$ cat config.mk
export PLATFORM = sky130hd
export DESIGN_NAME = rmii_adapter
export DESIGN_NICKNAME = d
export VERILOG_FILES = /design/src/rtl/rmii_pkg.sv /design/src/rtl/rmii_datapath.sv /design/src/rtl/rmii_rx_ctrl.sv /design/src/rtl/rmii_adapter.sv
export SDC_FILE = /design/constraint.sdc
export NUM_CORES = 1
export LEC_CHECK = 0
export BUFFER_PORTS_ARGS = -buffer_cell sky130_fd_sc_hd__buf_4
export CAP_MARGIN = 20
export CELL_PAD_IN_SITES_DETAIL_PLACEMENT = 0
export CELL_PAD_IN_SITES_GLOBAL_PLACEMENT = 1
export CORE_MARGIN = 2
export CORE_UTILIZATION = 25
export CTS_CLUSTER_DIAMETER = 60
export DETAILED_ROUTE_END_ITERATION = 12
export PLACE_DENSITY_LB_ADDON = 0.1
export SYNTH_ARGS = -nofsm -noshare
export SYNTH_HDL_FRONTEND = slang
export SYNTH_SLANG_ARGS = --single-unit
export TNS_END_PERCENT = 10
$ cat constraint.sdc
create_clock -name clk -period 4 [get_ports clk]
set_input_delay 0.6 -clock clk [delete_from_list [all_inputs] [get_ports clk]]
set_output_delay 0.6 -clock clk [all_outputs]
set_load 0.01 [all_outputs]
$ cat src/rtl/rmii_pkg.sv
package rmii_pkg;

  typedef enum logic [1:0] {
    ST_IDLE  = 2'd0,
    ST_FILL  = 2'd1,
    ST_DRAIN = 2'd2,
    ST_FALSE = 2'd3
  } rxState_t;

  typedef struct packed {
    logic push;
    logic pop;
  } bufStb_t;

  localparam logic [1:0] FALSE_CAR_CODE = 2'b10;

endpackage

$ cat src/rtl/rmii_datapath.sv
module rmii_datapath
  import rmii_pkg::*;
#(
  parameter int DEPTH = 8,
  parameter int CW    = $clog2(DEPTH + 1)
) (
  input  logic          clk,
  input  logic          rstN,
  input  bufStb_t       stb,
  input  logic [3:0]    wrNib,
  output logic [CW-1:0] count,
  output logic [3:0]    headNib,
  output logic          ovfHit,
  input  logic          txEn,
  input  logic [1:0]    txDibit,
  output logic          txNibStb,
  output logic [3:0]    txNib
);

  localparam int AW = (DEPTH > 1) ? $clog2(DEPTH) : 1;
  localparam logic [AW-1:0] LAST_PTR = AW'(DEPTH - 1);
  localparam logic [CW-1:0] FULL_CNT = CW'(DEPTH);

  logic [3:0]    store [DEPTH];
  logic [AW-1:0] wrPtr, rdPtr;
  logic          acceptPush;
  logic          txPhase;
  logic [1:0]    txLow;

  assign acceptPush = stb.push && ((count != FULL_CNT) || stb.pop);
  assign ovfHit     = stb.push && !acceptPush;
  assign headNib    = store[rdPtr];

  // one write-enabled register per buffer slot
  for (genvar i = 0; i < DEPTH; i++) begin : g_slot
    always_ff @(posedge clk) begin
      if (acceptPush && (wrPtr == AW'(i))) store[i] <= wrNib;
    end
  end

  always_ff @(posedge clk) begin
    if (!rstN) begin
      wrPtr <= '0;
      rdPtr <= '0;
      count <= '0;
    end else begin
      if (acceptPush) wrPtr <= (wrPtr == LAST_PTR) ? '0 : wrPtr + 1'b1;
      if (stb.pop)    rdPtr <= (rdPtr == LAST_PTR) ? '0 : rdPtr + 1'b1;
      count <= count + CW'(acceptPush) - CW'(stb.pop);
    end
  end

  // transmit dibit pairing
  always_ff @(posedge clk) begin
    if (!rstN) begin
      txPhase  <= 1'b0;
      txLow    <= '0;
      txNibStb <= 1'b0;
      txNib    <= '0;
    end else begin
      txNibStb <= 1'b0;
      if (!txEn) begin
        txPhase <= 1'b0;
      end else if (!txPhase) begin
        txLow   <= txDibit;
        txPhase <= 1'b1;
      end else begin
        txNib    <= {txDibit, txLow};
        txNibStb <= 1'b1;
        txPhase  <= 1'b0;
      end
    end
  end

  AST_NO_OVERFLOW: assert property (@(posedge clk) disable iff (!rstN)
    count <= FULL_CNT);

  AST_POP_HAS_DATA: assert property (@(posedge clk) disable iff (!rstN)
    stb.pop |-> (count != '0));

  AST_TX_PAIRED: assert property (@(posedge clk) disable iff (!rstN)
    txNibStb |-> ($past(txEn) && $past(txEn, 2)));

endmodule

$ cat src/rtl/rmii_rx_ctrl.sv
module rmii_rx_ctrl
  import rmii_pkg::*;
#(
  parameter int CW = 4
) (
  input  logic          clk,
  input  logic          rstN,
  input  logic          rev10Mode,
  input  logic [CW-1:0] fillThresh,
  input  logic          inStb,
  input  logic          inDv,
  input  logic          inFalseCar,
  input  logic [CW-1:0] count,
  input  logic [3:0]    headNib,
  input  logic          ovfHit,
  output bufStb_t       stb,
  output logic          crsDv,
  output logic [1:0]    rxDibit,
  output logic          rxErr,
  output logic          bufFault
);

  rxState_t   state, stateN;
  logic       phase, phaseN;
  logic       errPkt, errN;
  logic       crsN, rxErrN, faultSet, popN;
  logic [1:0] dibN;
  logic       bufHasData, threshMet, errAny;

  assign bufHasData = (count != '0);
  assign threshMet  = bufHasData && (count >= fillThresh);
  assign errAny     = errPkt || ovfHit;

  always_comb begin
    stb.push = inStb && inDv && (state != ST_FALSE);
    stb.pop  = popN;
  end

  always_comb begin
    stateN   = state;
    phaseN   = phase;
    errN     = errPkt;
    crsN     = 1'b0;
    dibN     = 2'b00;
    rxErrN   = 1'b0;
    popN     = 1'b0;
    faultSet = 1'b0;
    unique case (state)
      ST_IDLE: begin
        if (inDv) begin
          stateN = ST_FILL;
          errN   = 1'b0;
          phaseN = 1'b0;
          crsN   = 1'b1;
        end else if (inFalseCar) begin
          stateN = ST_FALSE;
          crsN   = 1'b1;
          rxErrN = 1'b1;
          dibN   = FALSE_CAR_CODE;
        end
      end
      ST_FALSE: begin
        if (inFalseCar && !inDv) begin
          crsN   = 1'b1;
          rxErrN = 1'b1;
          dibN   = FALSE_CAR_CODE;
        end else begin
          stateN = ST_IDLE;
        end
      end
      ST_FILL: begin
        crsN   = 1'b1;
        rxErrN = errAny;
        if (threshMet || (!inDv && bufHasData)) begin
          stateN = ST_DRAIN;
        end else if (!inDv) begin
          stateN = ST_IDLE;
          crsN   = 1'b0;
          rxErrN = 1'b0;
        end
      end
      ST_DRAIN: begin
        if (phase) begin
          dibN   = headNib[3:2];
          popN   = 1'b1;
          phaseN = 1'b0;
          crsN   = 1'b1;
          rxErrN = errAny;
        end else if (bufHasData) begin
          dibN   = headNib[1:0];
          phaseN = 1'b1;
          crsN   = inDv || rev10Mode;
          rxErrN = errAny;
        end else if (inDv) begin
          errN     = 1'b1;
          faultSet = 1'b1;
          crsN     = 1'b1;
          rxErrN   = 1'b1;
        end else begin
          stateN = ST_IDLE;
        end
      end
      default: stateN = ST_IDLE;
    endcase
    if (ovfHit) begin
      errN     = 1'b1;
      faultSet = 1'b1;
    end
  end

  always_ff @(posedge clk) begin
    if (!rstN) begin
      state    <= ST_IDLE;
      phase    <= 1'b0;
      errPkt   <= 1'b0;
      crsDv    <= 1'b0;
      rxDibit  <= 2'b00;
      rxErr    <= 1'b0;
      bufFault <= 1'b0;
    end else begin
      state   <= stateN;
      phase   <= phaseN;
      errPkt  <= errN;
      crsDv   <= crsN;
      rxDibit <= dibN;
      rxErr   <= rxErrN;
      if (faultSet) bufFault <= 1'b1;
    end
  end

  AST_CRS_RISE: assert property (@(posedge clk) disable iff (!rstN)
    (state == ST_IDLE && inDv) |=> crsDv);

  AST_FALSE_SIG: assert property (@(posedge clk) disable iff (!rstN)
    (state == ST_IDLE && !inDv && inFalseCar) |=>
      (crsDv && rxErr && rxDibit == FALSE_CAR_CODE));

  AST_REV10_HOLD: assert property (@(posedge clk) disable iff (!rstN)
    (state == ST_DRAIN && rev10Mode && count != '0) |=> crsDv);

  AST_REV12_LOW: assert property (@(posedge clk) disable iff (!rstN)
    (state == ST_DRAIN && !rev10Mode && !inDv && !phase && count != '0)
      |=> !crsDv);

  AST_FAULT_STICKY: assert property (@(posedge clk) disable iff (!rstN)
    bufFault |=> bufFault);

  AST_UNDERFLOW_ERR: assert property (@(posedge clk) disable iff (!rstN)
    (state == ST_DRAIN && !phase && count == '0 && inDv) |=> (rxErr && bufFault));

endmodule

$ cat src/rtl/rmii_adapter.sv
module rmii_adapter
  import rmii_pkg::*;
#(
  parameter int DEPTH = 8,
  parameter int CW    = $clog2(DEPTH + 1)
) (
  input  logic          clk,
  input  logic          rstN,
  input  logic          rev10Mode,
  input  logic [CW-1:0] fillThresh,
  input  logic          inStb,
  input  logic          inDv,
  input  logic [3:0]    inNib,
  input  logic          inFalseCar,
  output logic          crsDv,
  output logic [1:0]    rxDibit,
  output logic          rxErr,
  output logic          bufFault,
  input  logic          txEn,
  input  logic [1:0]    txDibit,
  output logic          txNibStb,
  output logic [3:0]    txNib
);

  bufStb_t       bufStb;
  logic [CW-1:0] bufCount;
  logic [3:0]    headNib;
  logic          ovfHit;

  rmii_rx_ctrl #(.CW(CW)) u_ctrl (
    .clk(clk), .rstN(rstN), .rev10Mode(rev10Mode), .fillThresh(fillThresh),
    .inStb(inStb), .inDv(inDv), .inFalseCar(inFalseCar),
    .count(bufCount), .headNib(headNib), .ovfHit(ovfHit), .stb(bufStb),
    .crsDv(crsDv), .rxDibit(rxDibit), .rxErr(rxErr), .bufFault(bufFault)
  );

  rmii_datapath #(.DEPTH(DEPTH), .CW(CW)) u_dp (
    .clk(clk), .rstN(rstN), .stb(bufStb), .wrNib(inNib),
    .count(bufCount), .headNib(headNib), .ovfHit(ovfHit),
    .txEn(txEn), .txDibit(txDibit), .txNibStb(txNibStb), .txNib(txNib)
  );

endmodule

== Word-level counts from Yosys, hierarchy flattened ==
Memories as Yosys holds them, arrays and structs flattened. A register that Yosys moved wholly into a read port is not among the register bits.
Index checks and enable logic that the tools add are counted.

* Bitwise operators: 1
* Reduce and logical (&&, ||, !) cells: 39
* Mux-type cells: 86
* Equality and inequality tests: 22
* Magnitude comparators: 1
* Add/sub/neg operators: 4

{| class="wikitable"
|+ Operators with widths
! kind !! count
|-
| $mux W1 || 50
|-
| $mux W3 || 11
|-
| $mux W4 || 7
|-
| $reduce_or A4 Y1 || 7
|-
| $mux W2 || 12
|-
| $eq A3 B3 Y1 const B || 5
|-
| $logic_and A1 B1 Y1 || 15
|-
| $ne A3 B2 Y1 const B || 4
|-
| $ne A2 B2 Y1 const B || 5
|-
| $pmux W1 S4 || 2
|-
| $pmux W2 S4 || 1
|-
| $reduce_and A2 Y1 || 4
|-
| $add A3 B1 Y3 const B || 2
|-
| $eq A3 B2 Y1 const B || 2
|-
| $pmux W2 S3 || 1
|-
| $reduce_and A5 Y1 || 1
|-
| $add A4 B1 Y4 || 1
|-
| $eq A2 B2 Y1 const B || 2
|-
| $ge A4 B4 Y1 || 1
|-
| $logic_or A1 B1 Y1 || 4
|-
| $ne A4 B4 Y1 const B || 1
|-
| $pmux W1 S2 || 2
|-
| $reduce_and A4 Y1 || 1
|-
| $reduce_bool A4 Y1 || 1
|-
| other kinds (10) || 11
|}

* Bits in registers: 27
* Memory bits (writable): 32
* Logic and storage cells: 168
* Memories: 1
* Output and inout bits: 10

{| class="wikitable"
|+ Memories
! name !! depth !! width !! read ports !! clocked after Yosys merged registers in !! wr ports !! RTL line !! source
|-
| u_dp.store || 8 || 4 || 1 || 1 || 1 || rmii_datapath.sv:24 || <nowiki>logic [3:0] store [DEPTH];</nowiki>
|}

== Longest topological paths before layout ==
Gate-level depths: netlist of the first run.

* Word-level depth: 15
* Gate-level depth with buffers: 10
* Mapped depth without buffers: 9

== Modules after synthesis ==
Synthesis of the first run repeated with hierarchy kept, for this count alone.

* Cells, all modules: 232
* Area total of the unflattened synthesis: 2899.0 sq um

{| class="wikitable"
|+ Modules (own cells, without submodules)
! module !! cells an instance !! area an instance (sq um) !! instances
|-
| rmii_datapath || 153 || 2259.7 || 1
|-
| rmii_rx_ctrl || 79 || 639.4 || 1
|}

== Worst setup path after synthesis of the first run ==
OpenSTA, ideal clock, no wires.

* Kind: input to register
* Start point: input inDv
* End point: register u_dp.count[2]
* Arrival time: 2200 ps
* Setup slack: 1685 ps
* Buffers on the path: 2
* Stages: 9
* Library setup time: 115 ps
* Cell sequence: buf_2 nand3_1 a31oi_2 clkbuf_1 ha_1 inv_1 fa_1 xnor2_1 and2_1

* Word-level cells in the longest chain between the ends: 5

{| class="wikitable"
|+ RTL lines
! item !! RTL line !! source
|-
| start: declaration || rmii_adapter.sv:12 || <nowiki>input logic inDv,</nowiki>
|-
| $logic_and A1 B1 Y1 (2 in series) || rmii_rx_ctrl.sv:35 || <nowiki>stb.push = inStb && inDv && (state != ST_FALSE);</nowiki>
|-
| $logic_and A1 B1 Y1 || rmii_datapath.sv:30 || <nowiki>assign acceptPush = stb.push && ((count != FULL_CNT) || stb.pop);</nowiki>
|-
| named net u_dp.acceptPush || rmii_datapath.sv:26 || <nowiki>logic acceptPush;</nowiki>
|-
| $add A4 B1 Y4 || rmii_datapath.sv:49 || <nowiki>count <= count + CW'(acceptPush) - CW'(stb.pop);</nowiki>
|-
| $sub A4 B1 Y4 || rmii_datapath.sv:49 ||
|-
| end signal: assignment || rmii_datapath.sv:49 ||
|-
| end: declaration || rmii_datapath.sv:11 || <nowiki>output logic [CW-1:0] count,</nowiki>
|}

The timed path passes the listed nets, and every way through them passes these cells.
A chain may end at the register's enable or synchronous reset.

== Final worst setup path of the first run ==
* Start point: register u_ctrl.state[1]
* End point: register u_dp.count[2]

* Word-level cells in the longest chain between the ends: 6
* Elaborated cells on any way between the ends: 8
* Classes of those cells: add/sub: 2; eq/ne: 2; mux: 1; reduce/logical: 3

{| class="wikitable"
|+ RTL lines
! item !! RTL line !! source
|-
| start: declaration || rmii_rx_ctrl.sv:23 || <nowiki>rxState_t state, stateN;</nowiki>
|-
| start signal: assignment || rmii_rx_ctrl.sv:121 || <nowiki>state <= stateN;</nowiki>
|-
| $eq A2 B2 Y1 || rmii_rx_ctrl.sv:48 || <nowiki>unique case (state)</nowiki>
|-
| $mux W1 || rmii_rx_ctrl.sv:48 ||
|-
| $logic_or A1 B1 Y1 || rmii_datapath.sv:30 ||
|-
| $logic_and A1 B1 Y1 || rmii_datapath.sv:30 ||
|-
| $add A4 B1 Y4 || rmii_datapath.sv:49 ||
|-
| $sub A4 B1 Y4 * || rmii_datapath.sv:49 ||
|}

Mark *: on every way between the ends. The rest lies on a longest branch, timed or not.

==> results of run 1 <==
==> per-stage QoR <==
stage	hold slack (ps)	worst slack [ps]	area, um2	instances
3_3_place_gp	456	1430	3230	397
3_5_place_dp	460	1410	3230	397
5_1_grt	490	1180	3480	412
6_report	468	1410	3480	412
4_1_cts	471	1410	3480	412
2_1_floorplan	452	1690	2910	239
==> final cells by class <==
cell class,instances,share of cell area
sequential,62,0.448
tap,143,0.0513
clock inverter,5,0.00790
clock buffer,10,0.0657
multi-input combinational,150,0.354
timing repair buffer,26,0.0560
inverter,16,0.0172
==> registers in the layout, summed over array words and instances (netlist names), named ones only <==
name and flops:
u_dp.wrPtr 3, u_dp.txNib 4, u_ctrl.errPkt 1, u_ctrl.rxErr 1
u_ctrl.crsDv 1, u_dp.store 32, u_ctrl.phase 1, u_dp.txLow 2
u_dp.txPhase 1, u_ctrl.state 2, u_ctrl.bufFault 1, u_ctrl.rxDibit 2
u_dp.rdPtr 3, u_dp.count 4, u_dp.txNibStb 1
==> metal layers <==
layer | vias to the layer above | global-route usage | part of all wire | wire [um]
li1 | 917 | - | - | -
met1 | 881 | 0.141 | 0.50 | 2980
met2 | 23 | 0.151 | 0.45 | 2670
met3 | 7 | 0.0343 | 0.031 | 183
met4 | 0 | 0.0543 | 0.017 | 100
met5 | - | 0 | 0 | 0
==> cells in the mapped netlist (2+ instances only) <==
cell type and instances:
edfxtp_1 32, dfxtp_1 30, nand2_1 19, ha_1 18, inv_1 16, a21oi_1 11, nand3_1 9, nor2b_1 9
mux4_2 8, and2_1 7, and3_1 7, nor2_1 7, a21boi_0 6, clkbuf_1 6, mux2i_1 6, a21o_1 4
o21ai_0 4, a211oi_1 3, nand2b_1 3, buf_2 2, nor3_1 2, nor3b_1 2, o211a_1 2, o21a_1 2
==> how the worst max path moves through the flow <==
stage	end	start	cells after the start
final	u_dp.count[2]	u_ctrl.state[1]	7
after global routing	u_dp.count[2]	u_ctrl.state[1]	7
after CTS	u_dp.count[2]	u_ctrl.state[1]	7
after detailed placement	u_dp.count[2]	u_ctrl.state[1]	7
after global placement	u_dp.count[2]	u_ctrl.state[1]	7
after floorplan	u_dp.count[2]	inDv	9
==> kinds of logic after synthesis <==
logic type | synth area share
buffers and inverters | 0.0396
XOR/XNOR | 0.00602
flip-flops | 0.537
multiplexers | 0.0865
adder cells (fa/ha/maj) | 0.0843
AND/OR/NAND/NOR | 0.144
AO/OA/AOI/OAI | 0.103
==> report_power, final <==
part | total [W] | leakage [nW] | internal, W | switching (W)
Clock | 0.000676 | 0.121 | 0.000410 | 0.000267
Combinational | 0.000283 | 0.724 | 0.000133 | 0.000150
Sequential | 0.000753 | 0.534 | 0.000708 | 0.0000451
==> worst max-delay path, stage by stage (launching register included) <==
cell	delay, ps
dfxtp_1	690
nand3b_4	200
a31oi_2	590
ha_1	290
inv_1	60
fa_1	370
xnor2_1	130
and2_1	140
==> summary.txt, run 1 <==
PLACED DESIGN
-----------------------------------------------------------------------------------------------
GPL Wtd Cong .....................................................................        0.662
Buffers added on ports ...........................................................           26
Total half-perimeter wirelength after legalization and detailed placement ........      4210 um

CELLS AND AREA
-----------------------------------------------------------------------------------------------
Post-layout nets .................................................................          301
Fill cell instance count of the final layout .....................................         1158
Share of final-layout standard cells stronger than drive strength 1 ..............        0.193
Total area of multi-input combinational cells ....................................  0.00123 mm2
Most used cells in the layout excluding fill and tap cells ....................... 32 x edfxtp_1, 30 x dfxtp_1, 26 x buf_4
Leading cell type in the layout, fill and taps excluded ..........................     edfxtp_1
Diode count ......................................................................            0
Final Core Density ...............................................................        0.306
Total area of sequential cells ...................................................  0.00156 mm2
Layout area overhead .............................................................        19.8%

CRITICAL PATH
-----------------------------------------------------------------------------------------------
WS Path Type .....................................................................      reg2reg
Sort of element at the start of the critical path ................................    flip-flop
Critical R2R Capture ............................................................. u_dp.count[2]
R2R cell count ...................................................................            7
Crit path required time ..........................................................      4220 ps
Reg2Reg Launch Point ............................................................. u_ctrl.state[1]
Setup crit end kind ..............................................................    flip-flop
CP arrival .......................................................................      2810 ps
Peak fanout along the critical path ..............................................           17
Worst reg-to-reg setup slack .....................................................      1410 ps

SYNTHESIS
-----------------------------------------------------------------------------------------------
Syn. warnings ....................................................................            0
Async set-or-reset flop fraction in the synthesized netlist ......................            0
Synthesized area .................................................................  0.00291 mm2
Synth Flop Type ..................................................................     edfxtp_1
Count of cell types in the netlist ...............................................           48
Post-synth EDFFs .................................................................           32
Sequential element share of the synthesized area .................................        0.537
Largest cells by area after synthesis ............................................ edfxtp_1 33%, dfxtp_1 21%, ha_1 7.7%, mux4_2 6.2%, nand2_1 2.5%
Synth top area share .............................................................        0.330
Synthesized area per cell ........................................................     12.2 um2
Library cell occupying the most area in the post-synthesis netlist ...............     edfxtp_1
Flops & latches, synth ...........................................................           62
Net count after synthesis ........................................................          275
Gate Count Post-Synth ............................................................          239

WORST HOLD PATH
-----------------------------------------------------------------------------------------------
Class of the tightest hold or removal check ......................................      reg2reg
Min-Delay Path Depth .............................................................            2
Hold Path Sink ................................................................... u_dp.txNib[3]
Worst min-delay path startpoint .................................................. u_dp.txNib[3]

GLOBAL ROUTING
-----------------------------------------------------------------------------------------------
Antenna violations before repair .................................................            0
Pin count of the biggest net entering global routing .............................           29
First-pass GRT wire length .......................................................      9960 um
Global-route total usage across every layer ......................................        0.105
Total congestion overflow after global routing ...................................            0
Via count of the first global-routing pass .......................................         1901

DRT
-----------------------------------------------------------------------------------------------
Final routed wire length divided by cell count ...................................      14.4 um
Starting DRT DRC Count ...........................................................          126
Antenna Violating Nets Remaining .................................................            0
Total wire length after detailed routing .........................................      5930 um
DRC violation count after routing ................................................            0
Vias per std cell ................................................................         4.44
1st-pass router iterations .......................................................            4
Vias post-DR .....................................................................         1828

TIMING
-----------------------------------------------------------------------------------------------
Part of the cycle the worst path needs ...........................................        0.647
Clock skew .......................................................................      5.56 ps
Setup TNS ........................................................................         0 ps
Total count of max-transition violations in the final report .....................            0
Tightest Pin Transition ..........................................................       630 ps
Final min period .................................................................      2590 ps
Setup repair after global routing missed its margin ..............................        false
Peak Freq ........................................................................    0.387 GHz
Final Hold Vio Count .............................................................            0
Final setup violating endpoints ..................................................            0
Headroom to the max-slew limit ...................................................        0.579

CLOCK NETWORK
-----------------------------------------------------------------------------------------------
Clock input transition at the sequential cells of the worst setup and hold paths .        50 ps
Max H-tree Level .................................................................            3
Post-cts hold buffer count .......................................................            0
Clock tree from TritonCTS ........................................................        built
Number of buffers inserted by post-CTS setup repair ..............................            0
Total clock buffers created by CTS ...............................................            9
Number of sinks handled by clock tree synthesis ..................................           62
Number of cells upsized or downsized after cts ...................................            0
Worst skew pair latency ..........................................................       320 ps
Number of buffers on the longest clock path ......................................            2
Buffer cell driving the clock tree root ..........................................    clkbuf_16

FLOORPLANNING
-----------------------------------------------------------------------------------------------
Die area .........................................................................   0.0125 mm2
Ports ............................................................................           27
FP Rows ..........................................................................           39
Height of the die ................................................................       112 um
Area of the core region ..........................................................   0.0114 mm2
Floorplan die width ..............................................................       112 um
Starting utilization of the core area ............................................        0.256

POWER AND IR DROP
-----------------------------------------------------------------------------------------------
Maximum ir drop on the vdd rail ..................................................   0.000154 V
Static leakage power .............................................................      1.38 nW
Total power ......................................................................    0.00171 W
Pwr Density ......................................................................   491 mW/mm2

JOB
-----------------------------------------------------------------------------------------------
Number of max-cap violations .....................................................            0

STATUS
-----------------------------------------------------------------------------------------------
Outcome .......................................................................... complete, no violations

No activity file was read; power rests on OpenSTA's default activity.
==> run 2, diff against run 1 <==
==> constraint.sdc (replaced) <==
create_clock -name clk -period 2.5 [get_ports clk]
set_input_delay 0.375 -clock clk [delete_from_list [all_inputs] [get_ports clk]]
set_output_delay 0.375 -clock clk [all_outputs]
set_load 0.01 [all_outputs]
==> run 2 against run 1 <==
Die area unchanged; core utilization up 0.85 points; fmax up 27%; non-clock buffer count up 6; hold slack worse by 180 ps; critical path depth up 2; clock skew down 2.1 ps; sequential cell count unchanged; routed wire length up 2.0%; register-to-register slack worse by 950 ps; design area up 2.8%; critical endpoint unchanged; highest routed layer unchanged.
==> summary.txt, run 2 (same netlist as run 1, synthesis figures left out) <==
CRITICAL PATH
-----------------------------------------------------------------------------------------------
Reg2Reg Launch Point ............................................................. u_ctrl.state[1]
Launching instance or port of the critical path .................................. u_ctrl.state[1]
Sort of element at the start of the critical path ................................    flip-flop
CP arrival .......................................................................      2260 ps
WS Path Type .....................................................................      reg2reg
Setup crit end kind ..............................................................    flip-flop
Peak fanout along the critical path ..............................................           14
Crit path required time ..........................................................      2720 ps

CELLS AND AREA
-----------------------------------------------------------------------------------------------
Diode count ......................................................................            0
Fill cell instance count of the final layout .....................................         1169
Final Core Density ...............................................................        0.315
Flip-flop count of the largest register after layout .............................           32
Layout area overhead .............................................................        23.1%
Largest registers ................................................................ u_dp.store: 32 flops, u_dp.count: 4 flops, u_dp.txNib: 4 flops
Most used cells in the layout excluding fill and tap cells ....................... 32 x buf_4, 32 x edfxtp_1, 30 x dfxtp_1
Register ranked first by flip-flop count .........................................   u_dp.store
Post-layout nets .................................................................          307
Final standard cell count with taps included and fillers excluded ................          419
Share of final-layout standard cells stronger than drive strength 1 ..............        0.214

POWER AND IR DROP
-----------------------------------------------------------------------------------------------
Static leakage power .............................................................      1.43 nW
Pwr Density ......................................................................   831 mW/mm2
Maximum ir drop on the vdd rail ..................................................   0.000318 V

TIMING
-----------------------------------------------------------------------------------------------
Peak Freq ........................................................................    0.491 GHz
Part of the cycle the worst path needs ...........................................        0.814
Final Hold Vio Count .............................................................            0
Tightest Pin Transition ..........................................................       434 ps
Setup TNS ........................................................................         0 ps
Total count of max-transition violations in the final report .....................            0
Clock skew .......................................................................      3.46 ps
Final min period .................................................................      2040 ps
Final setup violating endpoints ..................................................            0
Headroom to the max-slew limit ...................................................        0.710
Setup repair after global routing missed its margin ..............................        false

PLACED DESIGN
-----------------------------------------------------------------------------------------------
GPL Wtd Cong .....................................................................        0.676
Buffers added on ports ...........................................................           26
Cell count after placement .......................................................          403
Total half-perimeter wirelength after legalization and detailed placement ........      4370 um

CLOCK NETWORK
-----------------------------------------------------------------------------------------------
Number of sinks handled by clock tree synthesis ..................................           62
Worst skew pair latency ..........................................................       320 ps
Clock tree from TritonCTS ........................................................        built
Post-cts hold buffer count .......................................................            0
Clock input transition at the sequential cells of the worst setup and hold paths .        50 ps
Total clock buffers created by CTS ...............................................            9
Number of buffers on the longest clock path ......................................            2
Max H-tree Level .................................................................            3
Buffer cell driving the clock tree root ..........................................    clkbuf_16
Number of cells upsized or downsized after cts ...................................            0
Number of buffers inserted by post-CTS setup repair ..............................            0

GLOBAL ROUTING
-----------------------------------------------------------------------------------------------
Global-route total usage across every layer ......................................        0.105
Antenna violations before repair .................................................            0
Via count of the first global-routing pass .......................................         1905
First-pass GRT wire length .......................................................     10100 um
Total congestion overflow after global routing ...................................            0
Pin count of the biggest net entering global routing .............................           29

WORST HOLD PATH
-----------------------------------------------------------------------------------------------
Worst min-delay path startpoint ..................................................     inNib[3]
Class of the tightest hold or removal check ......................................       in2reg

FLOORPLANNING
-----------------------------------------------------------------------------------------------
Starting utilization of the core area ............................................        0.256
Area of the core region ..........................................................   0.0114 mm2
Floorplan die width ..............................................................       112 um
Ports ............................................................................           27
Die area .........................................................................   0.0125 mm2
FP Rows ..........................................................................           39
Height of the die ................................................................       112 um

JOB
-----------------------------------------------------------------------------------------------
Number of max-cap violations .....................................................            0

STATUS
-----------------------------------------------------------------------------------------------
Outcome .......................................................................... complete, no violations

DRT
-----------------------------------------------------------------------------------------------
Starting DRT DRC Count ...........................................................           91
Vias per std cell ................................................................         4.45
Vias post-DR .....................................................................         1865
Total wire length after detailed routing .........................................      6050 um
Antenna Violating Nets Remaining .................................................            0
Final routed wire length divided by cell count ...................................      14.4 um
DRC violation count after routing ................................................            0
1st-pass router iterations .......................................................            4

## run 2: worst paths after layout
path	to	slack (ps)	cells after the start
worst max-delay path	u_dp.count[2]	460	9
worst min-delay path	u_dp.store[6][3]	290	1
worst max register to register	u_dp.count[2]	460	9
worst min register to register	u_dp.txNib[2]	470	2
## run 2: report_power, final
group | internal [W] | switching, W
Clock | 0.000869 | 0.000419
Sequential | 0.00113 | 0.0000452
Combinational | 0.000239 | 0.000270
Total | 0.00224 | 0.000733
## run 2: through the flow
step	hold slack [ps]	setup slack (ps)	area (um2)	total power, W
5_1_grt	292	319	3580	0.00313
3_3_place_gp	451	507	3270	0.00173
3_5_place_dp	461	479	3270	0.00172
6_report	288	464	3580	0.00297
4_1_cts	278	448	3580	0.00303
2_1_floorplan	452	410	2910	0.00154
## run 2: routing by layer
layer	global-route usage	wire (um)
met1	0.141	2890
met2	0.155	2710
met3	0.0272	298
met4	0.0593	156
met5	0	0
## run 2: layout make-up
cell class / instances / area, um2 / area share
clock buffer: 12 / 236 / 0.0660
clock inverter: 4 / 71.3 / 0.0199
inverter: 16 / 60.1 / 0.0168
multi-input combinational: 150 / 1230 / 0.344
sequential: 62 / 1560 / 0.436
tap: 143 / 179 / 0.0500
timing repair buffer: 32 / 240 / 0.0671
## run 2: worst max-delay path: stages, from the launching register on
cell,delay [ps]
dfxtp_1,350
buf_4,200
nand2_1,150
nand3_1,120
a31oi_2,210
ha_1,200
inv_1,50
fa_1,370
xnor2_1,130
and2_1,150
==> run 3, diff against run 2 <==
==> constraint.sdc (replaced) <==
create_clock -name clk -period 2.1 [get_ports clk]
set_input_delay 0.315 -clock clk [delete_from_list [all_inputs] [get_ports clk]]
set_output_delay 0.315 -clock clk [all_outputs]
set_load 0.01 [all_outputs]
==> run 3 against run 2 <==
Core utilization is 0.099 points lower; sequential cell count unchanged; critical path type unchanged; fmax is 3.2% higher; clock skew is 3.8 ps higher; power rose by 13%; combinational power up 20%; non-clock buffer count increased by 3; largest cell class unchanged; cell count grew 0.72%; register-to-register slack worse by 340 ps; clock power up 5%.
==> summary.txt, run 3 (same netlist as run 1, synthesis figures left out) <==
STATUS
-----------------------------------------------------------------------------------------------
Outcome .......................................................................... complete, no violations

DRT
-----------------------------------------------------------------------------------------------
DRC violation count after routing ................................................            0
Vias per std cell ................................................................         4.49
Vias post-DR .....................................................................         1893
Antenna Violating Nets Remaining .................................................            0
Starting DRT DRC Count ...........................................................           80
Final routed wire length divided by cell count ...................................      14.4 um
Total wire length after detailed routing .........................................      6060 um
1st-pass router iterations .......................................................            4

CELLS AND AREA
-----------------------------------------------------------------------------------------------
Final Core Density ...............................................................        0.314
Post-layout nets .................................................................          310
Leading cell type in the layout, fill and taps excluded ..........................        buf_4
Register ranked first by flip-flop count .........................................   u_dp.store
Total area of multi-input combinational cells ....................................  0.00123 mm2
Most used cells in the layout excluding fill and tap cells ....................... 35 x buf_4, 32 x edfxtp_1, 30 x dfxtp_1
Flip-flop count of the largest register after layout .............................           32
Fill cell instance count of the final layout .....................................         1175
Total area of sequential cells ...................................................  0.00156 mm2
Post-Layout Inst Area ............................................................  0.00357 mm2
Largest registers ................................................................ u_dp.store: 32 flops, u_dp.count: 4 flops, u_dp.txNib: 4 flops
Layout area overhead .............................................................        22.7%
Share of final-layout standard cells stronger than drive strength 1 ..............        0.226
Diode count ......................................................................            0

FLOORPLANNING
-----------------------------------------------------------------------------------------------
Starting utilization of the core area ............................................        0.256
Die area .........................................................................   0.0125 mm2
Floorplan die width ..............................................................       112 um
Area of the core region ..........................................................   0.0114 mm2
FP Rows ..........................................................................           39
Ports ............................................................................           27
Height of the die ................................................................       112 um

TIMING
-----------------------------------------------------------------------------------------------
Peak Freq ........................................................................    0.507 GHz
Total count of max-transition violations in the final report .....................            0
Final Hold Vio Count .............................................................            0
Headroom to the max-slew limit ...................................................        0.770
Setup repair after global routing missed its margin ..............................        false
Tightest Pin Transition ..........................................................       344 ps
Final setup violating endpoints ..................................................            0
Part of the cycle the worst path needs ...........................................        0.940
Final min period .................................................................      1970 ps
Setup TNS ........................................................................         0 ps
Clock skew .......................................................................      7.24 ps

JOB
-----------------------------------------------------------------------------------------------
Number of max-cap violations .....................................................            0

POWER AND IR DROP
-----------------------------------------------------------------------------------------------
Cell internal pwr ................................................................    0.00249 W
Static leakage power .............................................................      1.44 nW
Combinational share of power .....................................................        0.182
Net switching component of the power .............................................   0.000869 W
Switching Fraction ...............................................................        0.258
Flop pwr share ...................................................................        0.416
Maximum ir drop on the vdd rail ..................................................   0.000305 V
Total power ......................................................................    0.00336 W
Share of power burned in the clock network .......................................        0.401
Pwr Density ......................................................................   941 mW/mm2

PLACED DESIGN
-----------------------------------------------------------------------------------------------
Total half-perimeter wirelength after legalization and detailed placement ........      4360 um
GPL Wtd Cong .....................................................................        0.668
Buffers added on ports ...........................................................           26
Total cell area at the placement stage ...........................................  0.00330 mm2

CRITICAL PATH
-----------------------------------------------------------------------------------------------
CP arrival .......................................................................      2180 ps
Reg2Reg Launch Point ............................................................. u_dp.count[0]
Crit path required time ..........................................................      2310 ps
Sort of element at the start of the critical path ................................    flip-flop
WS Path Type .....................................................................      reg2reg
Worst reg-to-reg setup slack .....................................................       130 ps
Launching instance or port of the critical path .................................. u_dp.count[0]
Peak fanout along the critical path ..............................................            4
Crit path to ..................................................................... u_ctrl.crsDv
Setup crit end kind ..............................................................    flip-flop
R2R cell count ...................................................................            7
Critical R2R Capture ............................................................. u_ctrl.crsDv

GLOBAL ROUTING
-----------------------------------------------------------------------------------------------
Global-route total usage across every layer ......................................        0.105
Pin count of the biggest net entering global routing .............................           29
Total congestion overflow after global routing ...................................            0
Via count of the first global-routing pass .......................................         1915
Antenna violations before repair .................................................            0
First-pass GRT wire length .......................................................     10100 um

CLOCK NETWORK
-----------------------------------------------------------------------------------------------
Clock input transition at the sequential cells of the worst setup and hold paths .        50 ps
Post-cts hold buffer count .......................................................            0
Number of sinks handled by clock tree synthesis ..................................           62
Total clock buffers created by CTS ...............................................            9
Worst skew pair latency ..........................................................       320 ps
Buffer cell driving the clock tree root ..........................................    clkbuf_16
Number of buffers inserted by post-CTS setup repair ..............................            0
Number of buffers on the longest clock path ......................................            2
Max H-tree Level .................................................................            3
Number of cells upsized or downsized after cts ...................................            0
Clock tree from TritonCTS ........................................................        built

WORST HOLD PATH
-----------------------------------------------------------------------------------------------
Class of the tightest hold or removal check ......................................       in2reg

==> run 3: changes by cell type in the layout (fill, tap and decap cells not counted), sizes merged <==
cell and delta:
buf +3, clkbuf +2, bufinv -2, clkinvlp -1, clkinv +1
==> run 3: area by class of cell <==
class,instances,area share
flip-flops and latches,62,0.437
multi-input cells,150,0.345
clock buffers,14,0.0740
well taps,143,0.0501
repair buffers,35,0.0736
inverters,16,0.0168
clock inverters,2,0.00280
==> run 3: worst max-delay path: stages (launching register included) <==
cell and delay [ps]:
dfxtp_1 380, inv_1 100, ha_1 260, nand2b_1 140, a21o_1 180, a211o_1 330
and4b_1 200, o31a_1 280
==> run 3: power groups by stage <==
stage	clock network [W]	logic (W)	registers, W
after CTS	0.00140	0.000627	0.00140
after floorplan	0	0.000417	0.00141
after global placement	0	0.000633	0.00143
after global routing	0.00145	0.000698	0.00141
final	0.00135	0.000613	0.00140
after detailed placement	0	0.000626	0.00142
==> run 3: routing by layer <==
layer,share of wire,vias to the layer above,GRT usage
met1,0.48,913,0.138
met5,0,-,0
met3,0.038,9,0.0261
met4,0.016,0,0.0519
met2,0.47,34,0.161
li1,-,937,-
==> run 3: worst min path at each step <==
stage	from	end	slack, ps	depth (start not counted)
finish	inNib[2]	u_dp.store[5][2]	230	1
global route	inNib[0]	u_dp.store[2][0]	230	1
CTS	inNib[2]	u_dp.store[5][2]	230	1
detailed placement	u_dp.txNib[2]	u_dp.txNib[2]	460	2
global placement	u_ctrl.bufFault	u_ctrl.bufFault	460	1
floorplan	inNib[0]	u_dp.store[0][0]	410	0
==> run 3: per-stage QoR <==
step                      hold slack, ps  cells  setup WS (ps)
after floorplan                      414    239           14.1
after global placement               457    406            117
after detailed placement             460    406            121
after CTS                            230    422            114
after global routing                 233    422           9.67
final                                234    422            127
